==> src/rtl/pss_pkg.sv <==
`timescale 1ns/1ps
package pss_pkg;
  typedef struct packed {
    logic ext;
    logic data;
    logic idle;
  } cyc_attr_t;
endpackage

==> src/rtl/pss_rst_sync.sv <==
`timescale 1ns/1ps
module pss_rst_sync (
  input  logic clk,
  input  logic rst_n,
  output logic rst_s
);
  logic [1:0] sync_q;

  always_ff @(posedge clk or negedge rst_n) begin
    if (!rst_n) sync_q <= 2'b00;
    else        sync_q <= {sync_q[0], 1'b1};
  end

  assign rst_s = sync_q[1];
endmodule

==> src/rtl/pss_phase_ctr.sv <==
`timescale 1ns/1ps
module pss_phase_ctr #(
  parameter int PHASES = 12,
  localparam int PW = $clog2(PHASES)
) (
  input  logic          clk,
  input  logic          rst_n,
  output logic [PW-1:0] ph,
  output logic [PW-1:0] ph_nxt,
  output logic          last
);
  localparam logic [PW-1:0] PH_MAX = PW'(PHASES - 1);

  logic [PW-1:0] ph_q;

  always_comb begin
    last   = (ph_q == PH_MAX);
    ph_nxt = last ? '0 : ph_q + 1'b1;
  end

  always_ff @(posedge clk or negedge rst_n) begin
    if (!rst_n) ph_q <= PH_MAX;
    else        ph_q <= ph_nxt;
  end

  assign ph = ph_q;
endmodule

==> src/rtl/pss_route.sv <==
`timescale 1ns/1ps
module pss_route #(
  parameter int              PC_W    = 16,
  parameter logic [PC_W-1:0] INT_TOP = 16'h1FFF,
  parameter bit              ROMLESS = 1'b0
) (
  input  logic            ext_sel,
  input  logic [PC_W-1:0] pc,
  output logic            ext
);
  generate
    if (ROMLESS) begin : g_romless
      assign ext = 1'b1;
    end else begin : g_rom
      assign ext = !ext_sel || (pc > INT_TOP);
    end
  endgenerate
endmodule

==> src/rtl/pss_cycle_reg.sv <==
`timescale 1ns/1ps
module pss_cycle_reg
  import pss_pkg::*;
(
  input  logic      clk,
  input  logic      rst_n,
  input  logic      load,
  input  cyc_attr_t d,
  output cyc_attr_t q,
  output cyc_attr_t nxt
);
  cyc_attr_t attr_q;

  always_comb begin
    nxt = load ? d : attr_q;
  end

  always_ff @(posedge clk or negedge rst_n) begin
    if (!rst_n) attr_q <= '0;
    else        attr_q <= nxt;
  end

  assign q = attr_q;
endmodule

==> src/rtl/pss_out_gen.sv <==
`timescale 1ns/1ps
module pss_out_gen
  import pss_pkg::*;
#(
  parameter int PHASES = 12,
  localparam int PW    = $clog2(PHASES),
  localparam int HALF  = PHASES / 2,
  localparam int ALE_L = HALF / 3,
  localparam int STB_S = ALE_L,
  localparam int STB_L = HALF / 2
) (
  input  logic          clk,
  input  logic          rst_n,
  input  logic [PW-1:0] ph,
  input  logic [PW-1:0] ph_nxt,
  input  cyc_attr_t     attr_q,
  input  cyc_attr_t     attr_nxt,
  output logic          pstrb_n,
  output logic          ale,
  output logic          fetch_ext
);
  logic          second;
  logic [PW-1:0] pos;
  logic          in_stb, in_ale;
  logic          stb_n_d, ale_d, fext_d;
  logic          stb_n_q, ale_q, fext_q;

  always_comb begin
    second  = (int'(ph_nxt) >= HALF);
    pos     = second ? ph_nxt - PW'(HALF) : ph_nxt;
    in_stb  = (int'(pos) >= STB_S) && (int'(pos) < STB_S + STB_L);
    in_ale  = (int'(pos) < ALE_L);
    fext_d  = attr_nxt.ext && !attr_nxt.data && !attr_nxt.idle;
    stb_n_d = !(fext_d && in_stb);
    ale_d   = !attr_nxt.idle && in_ale && !(attr_nxt.data && second);
  end

  always_ff @(posedge clk or negedge rst_n) begin
    if (!rst_n) begin
      stb_n_q <= 1'b1;
      ale_q   <= 1'b0;
      fext_q  <= 1'b0;
    end else begin
      stb_n_q <= stb_n_d;
      ale_q   <= ale_d;
      fext_q  <= fext_d;
    end
  end

  assign pstrb_n   = stb_n_q;
  assign ale       = ale_q;
  assign fetch_ext = fext_q;

  a_r6_ale_strobe_apart: assert property (@(posedge clk) disable iff (!rst_n)
    ale_q |-> stb_n_q);
  a_r11_fext_whole_cycle: assert property (@(posedge clk) disable iff (!rst_n)
    !$stable(fext_q) |-> (ph == '0));
  a_r7_idle_quiet: assert property (@(posedge clk) disable iff (!rst_n)
    attr_q.idle |-> (stb_n_q && !ale_q && !fext_q));
  a_r5_data_no_strobe: assert property (@(posedge clk) disable iff (!rst_n)
    attr_q.data |-> (stb_n_q && !fext_q));
endmodule

==> src/rtl/prog_strobe_seq.sv <==
`timescale 1ns/1ps
module prog_strobe_seq
  import pss_pkg::*;
#(
  parameter int              PC_W    = 16,
  parameter logic [PC_W-1:0] INT_TOP = 16'h1FFF,
  parameter bit              ROMLESS = 1'b0,
  parameter int              PHASES  = 12,
  localparam int             PW      = $clog2(PHASES)
) (
  input  logic            clk,
  input  logic            rst_n,
  input  logic            ext_sel,
  input  logic [PC_W-1:0] pc,
  input  logic            data_cyc,
  input  logic            idle,
  output logic            pstrb_n,
  output logic            ale,
  output logic            fetch_ext
);
  logic          rst_s;
  logic [PW-1:0] ph, ph_nxt;
  logic          last;
  logic          route_ext;
  cyc_attr_t     attr_d, attr_q, attr_nxt;

  pss_rst_sync u_rst (.clk(clk), .rst_n(rst_n), .rst_s(rst_s));

  pss_phase_ctr #(.PHASES(PHASES)) u_ph (
    .clk(clk), .rst_n(rst_s), .ph(ph), .ph_nxt(ph_nxt), .last(last)
  );

  pss_route #(.PC_W(PC_W), .INT_TOP(INT_TOP), .ROMLESS(ROMLESS)) u_route (
    .ext_sel(ext_sel), .pc(pc), .ext(route_ext)
  );

  always_comb begin
    attr_d.ext  = route_ext;
    attr_d.data = data_cyc;
    attr_d.idle = idle;
  end

  pss_cycle_reg u_cyc (
    .clk(clk), .rst_n(rst_s), .load(last), .d(attr_d), .q(attr_q), .nxt(attr_nxt)
  );

  pss_out_gen #(.PHASES(PHASES)) u_out (
    .clk(clk), .rst_n(rst_s), .ph(ph), .ph_nxt(ph_nxt),
    .attr_q(attr_q), .attr_nxt(attr_nxt),
    .pstrb_n(pstrb_n), .ale(ale), .fetch_ext(fetch_ext)
  );

  a_r2_no_strobe_internal: assert property (@(posedge clk) disable iff (!rst_s)
    !fetch_ext |-> pstrb_n);
  a_r1_pulse_min_width: assert property (@(posedge clk) disable iff (!rst_s)
    $fell(pstrb_n) |=> !pstrb_n);
  a_r10_attr_hold: assert property (@(posedge clk) disable iff (!rst_s)
    (ph != '0) |-> $stable(attr_q));
endmodule

==> config.mk <==
export PLATFORM = sky130hd
export DESIGN_NAME = prog_strobe_seq
export DESIGN_NICKNAME = d
export VERILOG_FILES = /design/src/rtl/pss_pkg.sv /design/src/rtl/pss_rst_sync.sv /design/src/rtl/pss_phase_ctr.sv /design/src/rtl/pss_route.sv /design/src/rtl/pss_cycle_reg.sv /design/src/rtl/pss_out_gen.sv /design/src/rtl/prog_strobe_seq.sv
export SDC_FILE = /design/constraint.sdc
export NUM_CORES = 1
export LEC_CHECK = 0
export ABC_AREA = 0
export BUFFER_PORTS_ARGS = -buffer_cell sky130_fd_sc_hd__buf_4
export CAP_MARGIN = 20
export CORE_UTILIZATION = 30
export CTS_BUF_LIST = sky130_fd_sc_hd__clkbuf_16
export DETAILED_ROUTE_END_ITERATION = 10
export SKIP_CTS_REPAIR_TIMING = 1
export SLEW_MARGIN = 0
export SYNTH_ARGS = -nofsm -noshare
export SYNTH_HDL_FRONTEND = slang
export SYNTH_SLANG_ARGS = --single-unit
export TNS_END_PERCENT = 30
==> constraint.sdc <==
create_clock -name clk -period 1.7 [get_ports clk]
set_input_delay 0.255 -clock clk [delete_from_list [all_inputs] [get_ports clk]]
set_output_delay 0.255 -clock clk [all_outputs]
set_load 0.005 [all_outputs]
* Yosys cells after proc, flatten, opt, wreduce, memory -nomap -nowiden *
Index checks and enable logic that the tools add are counted.

word-level totals
  register bits = 12
  bits in latches = 0
  RAM bits = 0
  bits in read-only memories = 0
  bits of input ports = 21
  output and inout port bits = 3
  memories = 0

cells by class
  add/subtract/negate cells = 2
  multipliers = 0
  divide/modulo/power cells = 0
  magnitude comparators = 5
  equality and inequality tests = 1
  shift operators = 0
  multiplexer cells = 3
  bitwise logic cells = 0
  reduce and logical (&&, ||, !) cells = 13

operators with widths
  cell                                                              count
  greater-than comparator 16 x 13 -> 1 bit (second input constant)  1
  2-to-1 mux 4 bit                                                  2
  logical AND 1 bit                                                 7
  zero test 1 bit                                                   5
  adder 4 x 1 -> 4 bit (second input constant)                      1
  == test 4 bit (second input constant)                             1
  >= comparator 4 x 2 -> 1 bit (second input constant)              1
  >= comparator 4 x 3 -> 1 bit (second input constant)              1
  less-than comparator 4 x 2 -> 1 bit (second input constant)       1
  less-than comparator 4 x 3 -> 1 bit (second input constant)       1
  subtractor 4 x 3 -> 4 bit (second input constant)                 1
  2-to-1 mux 3 bit                                                  1
  logical OR 1 bit                                                  1

* Depth between registers and ports, before layout *
  word-level depth = 8
  depth in mapped cells = 9
  mapped depth without buffers = 8

* Cells and area by module *
Synthesis repeated with hierarchy kept, for this count alone.

unflattened totals
  cell total of the unflattened synthesis = 44
  area, all modules = 546.8 µm²

by module, submodules not included
  module         times used  cells an instance  area each (µm²)  seq. area each (µm²)
  pss_out_gen    1           20                 196.4            76.3
  pss_phase_ctr  1           14                 177.7            103.8
  pss_cycle_reg  1           6                  108.9            75.1
  pss_rst_sync   1           3                  53.8             50.0
  pss_route      1           1                  10.0             0.0

* Worst setup path after synthesis *
No wires, ideal clock.

  path type = reg2reg
  start = register u_ph.ph_q[1] (netlist: u_ph.ph[1])
  end = register u_out.ale_q (netlist: u_out.ale)
  arrival = 2.286 ns
  required time = 1.589 ns
  path slack = -0.697 ns
  stages on the path, launching flop included = 10
  path buffers = 1
  period minus slack after synthesis = 2.397 ns
  cells stage by stage = dfstp_2 -> ha_1 -> nor2b_1 -> o21bai_1 -> ha_1 -> buf_6 -> nand2b_4 -> a221oi_4 -> xnor2_1 -> a2111oi_2

between the ends
  word-level cells in the longest chain between the ends = 7

RTL lines
  what                                                                       RTL line                                  RTL
  from (decl)                                                                pss_phase_ctr.sv:14                       logic [PW-1:0] ph_q;
  from (signal assigned)                                                     pss_phase_ctr.sv:23                       else ph_q <= ph_nxt;
  adder 4 x 1 -> 4 bit or == test 4 bit (tied branches)                      pss_phase_ctr.sv:18, pss_phase_ctr.sv:17
  2-to-1 mux 4 bit *                                                         pss_phase_ctr.sv:18                       ph_nxt = last ? '0 : ph_q + 1'b1;
  via ph_nxt[2]                                                              prog_strobe_seq.sv:22                     logic [PW-1:0] ph, ph_nxt;
  subtractor 4 x 3 -> 4 bit or >= comparator 4 x 3 -> 1 bit (tied branches)  pss_out_gen.sv:30, pss_out_gen.sv:29
  2-to-1 mux 4 bit                                                           pss_out_gen.sv:30                         pos = second ? ph_nxt - PW'(HALF) : ph_nxt;
  less-than comparator 4 x 2 -> 1 bit                                        pss_out_gen.sv:32                         in_ale = (int'(pos) < ALE_L);
  logical AND 1 bit                                                          pss_out_gen.sv:35                         ale_d = !attr_nxt.idle && in_ale && !(attr_nxt.data && second);
  logical AND 1 bit *                                                        pss_out_gen.sv:35
  via u_out.ale_d                                                            pss_out_gen.sv:25                         logic stb_n_d, ale_d, fext_d;
  to (signal assigned)                                                       pss_out_gen.sv:45                         ale_q <= ale_d;
  to (decl)                                                                  pss_out_gen.sv:26                         logic stb_n_q, ale_q, fext_q;

Mark *: on every way through the listed nets, which the timed path passes. The rest lies on a longest branch.

* Worst setup path in the final report *
Ends and elaborated chain as after synthesis.

==> results.toml <==
[run_status]
status = "complete, but fails checks"
failing_checks = "negative setup slack"

[yosys]
post_synthesis_instance_total = 59
synth_nets = 82
ys_seq_elements = 12
syn_area_sq_um = 706.9
synth_most_common_cell = "sky130_fd_sc_hd__dfrtp_1"
seq_area_frac_synth_pct = 43.19
synthTopCellsByArea = "sky130_fd_sc_hd__dfrtp_1 (28%), sky130_fd_sc_hd__dfstp_2 (15%), sky130_fd_sc_hd__mux2_2 (4.8%), sky130_fd_sc_hd__a221oi_4 (3.7%), sky130_fd_sc_hd__o221ai_4 (3.7%)"
syn-mean-instance-area_sq_um = 11.98
synth_largest_type_area_fraction_pct = 28.32
synth_enable_flop_cells = 0
ys_top_cells_by_count = "sky130_fd_sc_hd__dfrtp_1 (8), sky130_fd_sc_hd__dfstp_2 (4), sky130_fd_sc_hd__nand2_1 (4), sky130_fd_sc_hd__o21ai_0 (4)"
ys_async_sr_fraction_pct = 100.0
ys_types = 35
synth_top_area_cell = "sky130_fd_sc_hd__dfrtp_1"
top_reg_cell_synth = "sky130_fd_sc_hd__dfrtp_1"
synth_warnings = 0

[drt]
remaining_drc_errors = 0
via_count = 541
vias_per_cell = 4.830
drt_pass1_iterations = 4
route.detailed.wl_per_inst_um = 14.71
wirelength_um = 1647
ant_nets = 0
drt_iter0_markers = 5

[die]
chipWidth_um = 50.55
die-height_um = 50.55
placementRows = 17
core_region_area_sq_um = 2212
initial_core_util_pct = 31.96
dieArea_sq_um = 2555
ioPinCount = 24

[setup_path]
rrSetupSlack_ps = -370
regToRegEndpoint = "u_out.ale"
worstPathArrival_ps = 2200
critical_path_required_ps = 1830
r2r-start = "u_ph.ph[1]"
path_class = "reg2reg"
reg2regPathDepth = 8
worst_setup_path_end_kind = "register"
worstSetupStartpointType = "register"
crit_path_max_fanout = 6

[run]
drv_cap = 0

[cells_and_area]
layout.nets = 108
finalNonFillerCells = 112
drive_above_1_share_pct = 54.76
post-route-cell-area_sq_um = 1035
num_antenna_cells = 0
layout-area-overhead-vs-synth_pct = 46.37
fin_util_pct = 46.78

[timing]
tns_ps = -725.4
fin_skew_ps = 1.307
rsz0062_at_grt = "yes"
timing.final.max_slew_violations = 0
setup_viol = 2
fmax_ghz = 0.4823
final_critical_path_setup_slack_ps = -373.3
post-route-min-period_ps = 2073
final_min_period_over_clock_period_pct = 122.0
timing_hold_violations_final = 0

[clock_tree]
tritoncts.num_buffers = 3
clkLatencyLatePin_ps = 240
htree_num_levels = 1
cts.sink_count = 12
path_clk_slew_ps = 40
clock-root-buffer = "sky130_fd_sc_hd__clkbuf_16"
clk_path_buf_depth = 2
tritoncts = "yes"

[global_routing]
grt_max_degree = 11
global_route.overflow_total = 0
global_route_wire_length_before_repair_um = 2732
groute.usage.overall_pct = 15.39
first_global_vias = 589
grt_antenna_before_repair = 0

[power_and_ir_drop]
ir_drop_mv = 0.5510
power_leakage_nw = 0.4371
pwr_density_cell_nw_per_um2 = 737.4

[placement]
post_dp_cell_area_sq_um = 928.4
buffer_ports.inserted = 10
gp_routability_congestion = 0.8092
dpl.cell_count = 107
post-dp-hpwl_um = 1278

[worst_hold_path]
hold_path_class = "reg2async"
cells by family (layout without fill, tap and decap cells):
kind of cell	count (synthesis)	in the layout	synth area share, %
muxes	4	4	6.194
DFF	12	12	43.19
buffers and inverters	4	29	3.361
AOI/OAI and AO/OA	14	14	20.89
other	1	1	0.5305
adders and majority gates	2	2	3.539
and+or+nand+nor	21	21	21.06
xor gates and xnor gates	1	1	1.239
layout by cell type, fill, tap and decap left out:
cell type                       synthesis  final
sky130_fd_sc_hd__a221oi_4               1      1
sky130_fd_sc_hd__ha_4                   0      2
sky130_fd_sc_hd__clkbuf_16              0      3
sky130_fd_sc_hd__nor3_1                 1      1
sky130_fd_sc_hd__mux2i_1                1      1
sky130_fd_sc_hd__nor3b_1                2      2
sky130_fd_sc_hd__and2_1                 2      2
sky130_fd_sc_hd__a211oi_1               1      1
sky130_fd_sc_hd__o221ai_4               1      1
sky130_fd_sc_hd__o311ai_1               1      1
sky130_fd_sc_hd__nor2b_1                3      2
sky130_fd_sc_hd__nor2b_4                0      1
sky130_fd_sc_hd__a2111oi_2              1      1
sky130_fd_sc_hd__nand2b_1               2      2
sky130_fd_sc_hd__buf_4                  0     23
sky130_fd_sc_hd__conb_1                 1      1
sky130_fd_sc_hd__nand3b_2               1      1
sky130_fd_sc_hd__nor4b_1                1      1
sky130_fd_sc_hd__o32a_2                 1      1
sky130_fd_sc_hd__nand2b_4               1      1
sky130_fd_sc_hd__and4b_1                1      1
sky130_fd_sc_hd__mux2_2                 3      3
sky130_fd_sc_hd__nand4_1                1      1
sky130_fd_sc_hd__inv_1                  1      2
sky130_fd_sc_hd__o21ai_0                4      4
sky130_fd_sc_hd__a21oi_1                1      1
sky130_fd_sc_hd__dlygate4sd3_1          0      1
sky130_fd_sc_hd__o21bai_4               0      1
sky130_fd_sc_hd__or4_4                  1      1
sky130_fd_sc_hd__nand4b_1               1      1
sky130_fd_sc_hd__a22oi_2                1      1
sky130_fd_sc_hd__nand2_1                4      4
sky130_fd_sc_hd__dfrtp_1                8      8
sky130_fd_sc_hd__xnor2_2                0      1
sky130_fd_sc_hd__a22oi_1                1      1
sky130_fd_sc_hd__dfstp_2                4      4
layout make-up:
type	instances	area (sq um)
inverters	1	3.754
well taps	28	35.03
multi-input cells	43	429.2
flip-flops and latches	12	305.3
fillers	218	1177
clock buffers	3	75.07
clock inverters	1	3.754
repair buffers	24	182.7
critical path: stages (launching register included):
cell,delay [ps]
sky130_fd_sc_hd__dfstp_2,550
sky130_fd_sc_hd__ha_4,160
sky130_fd_sc_hd__nor2b_4,40
sky130_fd_sc_hd__o21bai_4,180
sky130_fd_sc_hd__ha_4,190
sky130_fd_sc_hd__nand2b_4,150
sky130_fd_sc_hd__a221oi_4,320
sky130_fd_sc_hd__xnor2_2,100
sky130_fd_sc_hd__a2111oi_2,280
worst max-delay path by stage:
stage | startpoint | end | slack, ps | cells after the start
finish | u_ph.ph[1] | u_out.ale | -370 | 8
global route | u_ph.ph[1] | u_out.pstrb_n | -500 | 8
CTS | u_ph.ph[1] | u_out.ale | -420 | 8
detailed placement | u_ph.ph[1] | u_out.ale | -410 | 8
global placement | u_ph.ph[1] | u_out.pstrb_n | -320 | 8
floorplan | u_ph.ph[1] | u_out.ale | -450 | 9
metrics by stage:
step	hold WS (ps)	worst slack (ps)	total power, mW
3_3_place_gp	37.05	-319.1	0.3332
6_report	166.4	-373.3	0.7630
5_1_grt	217.7	-501.0	0.7988
4_1_cts	-214.9	-418.5	0.7768
3_5_place_dp	41.55	-413.0	0.3347
2_1_floorplan	-40.59	-446.0	0.3137
layer usage:
| metal | track usage, % | vias to the layer above | wire length, um |
|---|---|---|---|
| li1 | - | 271 | - |
| met1 | 17.42 | 256 | 709 |
| met2 | 26.22 | 10 | 838 |
| met3 | 4.545 | 4 | 68 |
| met4 | 7.407 | 0 | 30 |
| met5 | 0 | - | 0 |
sequential cells by signal (all words and copies together) (netlist names):
register	flops
u_ph.ph	4
u_cyc.q	3
u_rst.sync_q	2
u_out.ale	1
u_out.fetch_ext	1
u_out.pstrb_n	1
power breakdown:
part | total (mW) | leakage [nW] | internal (mW) | switching [mW]
combinational | 0.0298 | 0.258 | 0.0202 | 0.00960
sequential | 0.302 | 0.137 | 0.295 | 0.00733
clock | 0.431 | 0.0423 | 0.309 | 0.122
total | 0.763 | 0.437 | 0.625 | 0.138
(Power assumes the default switching activity.)
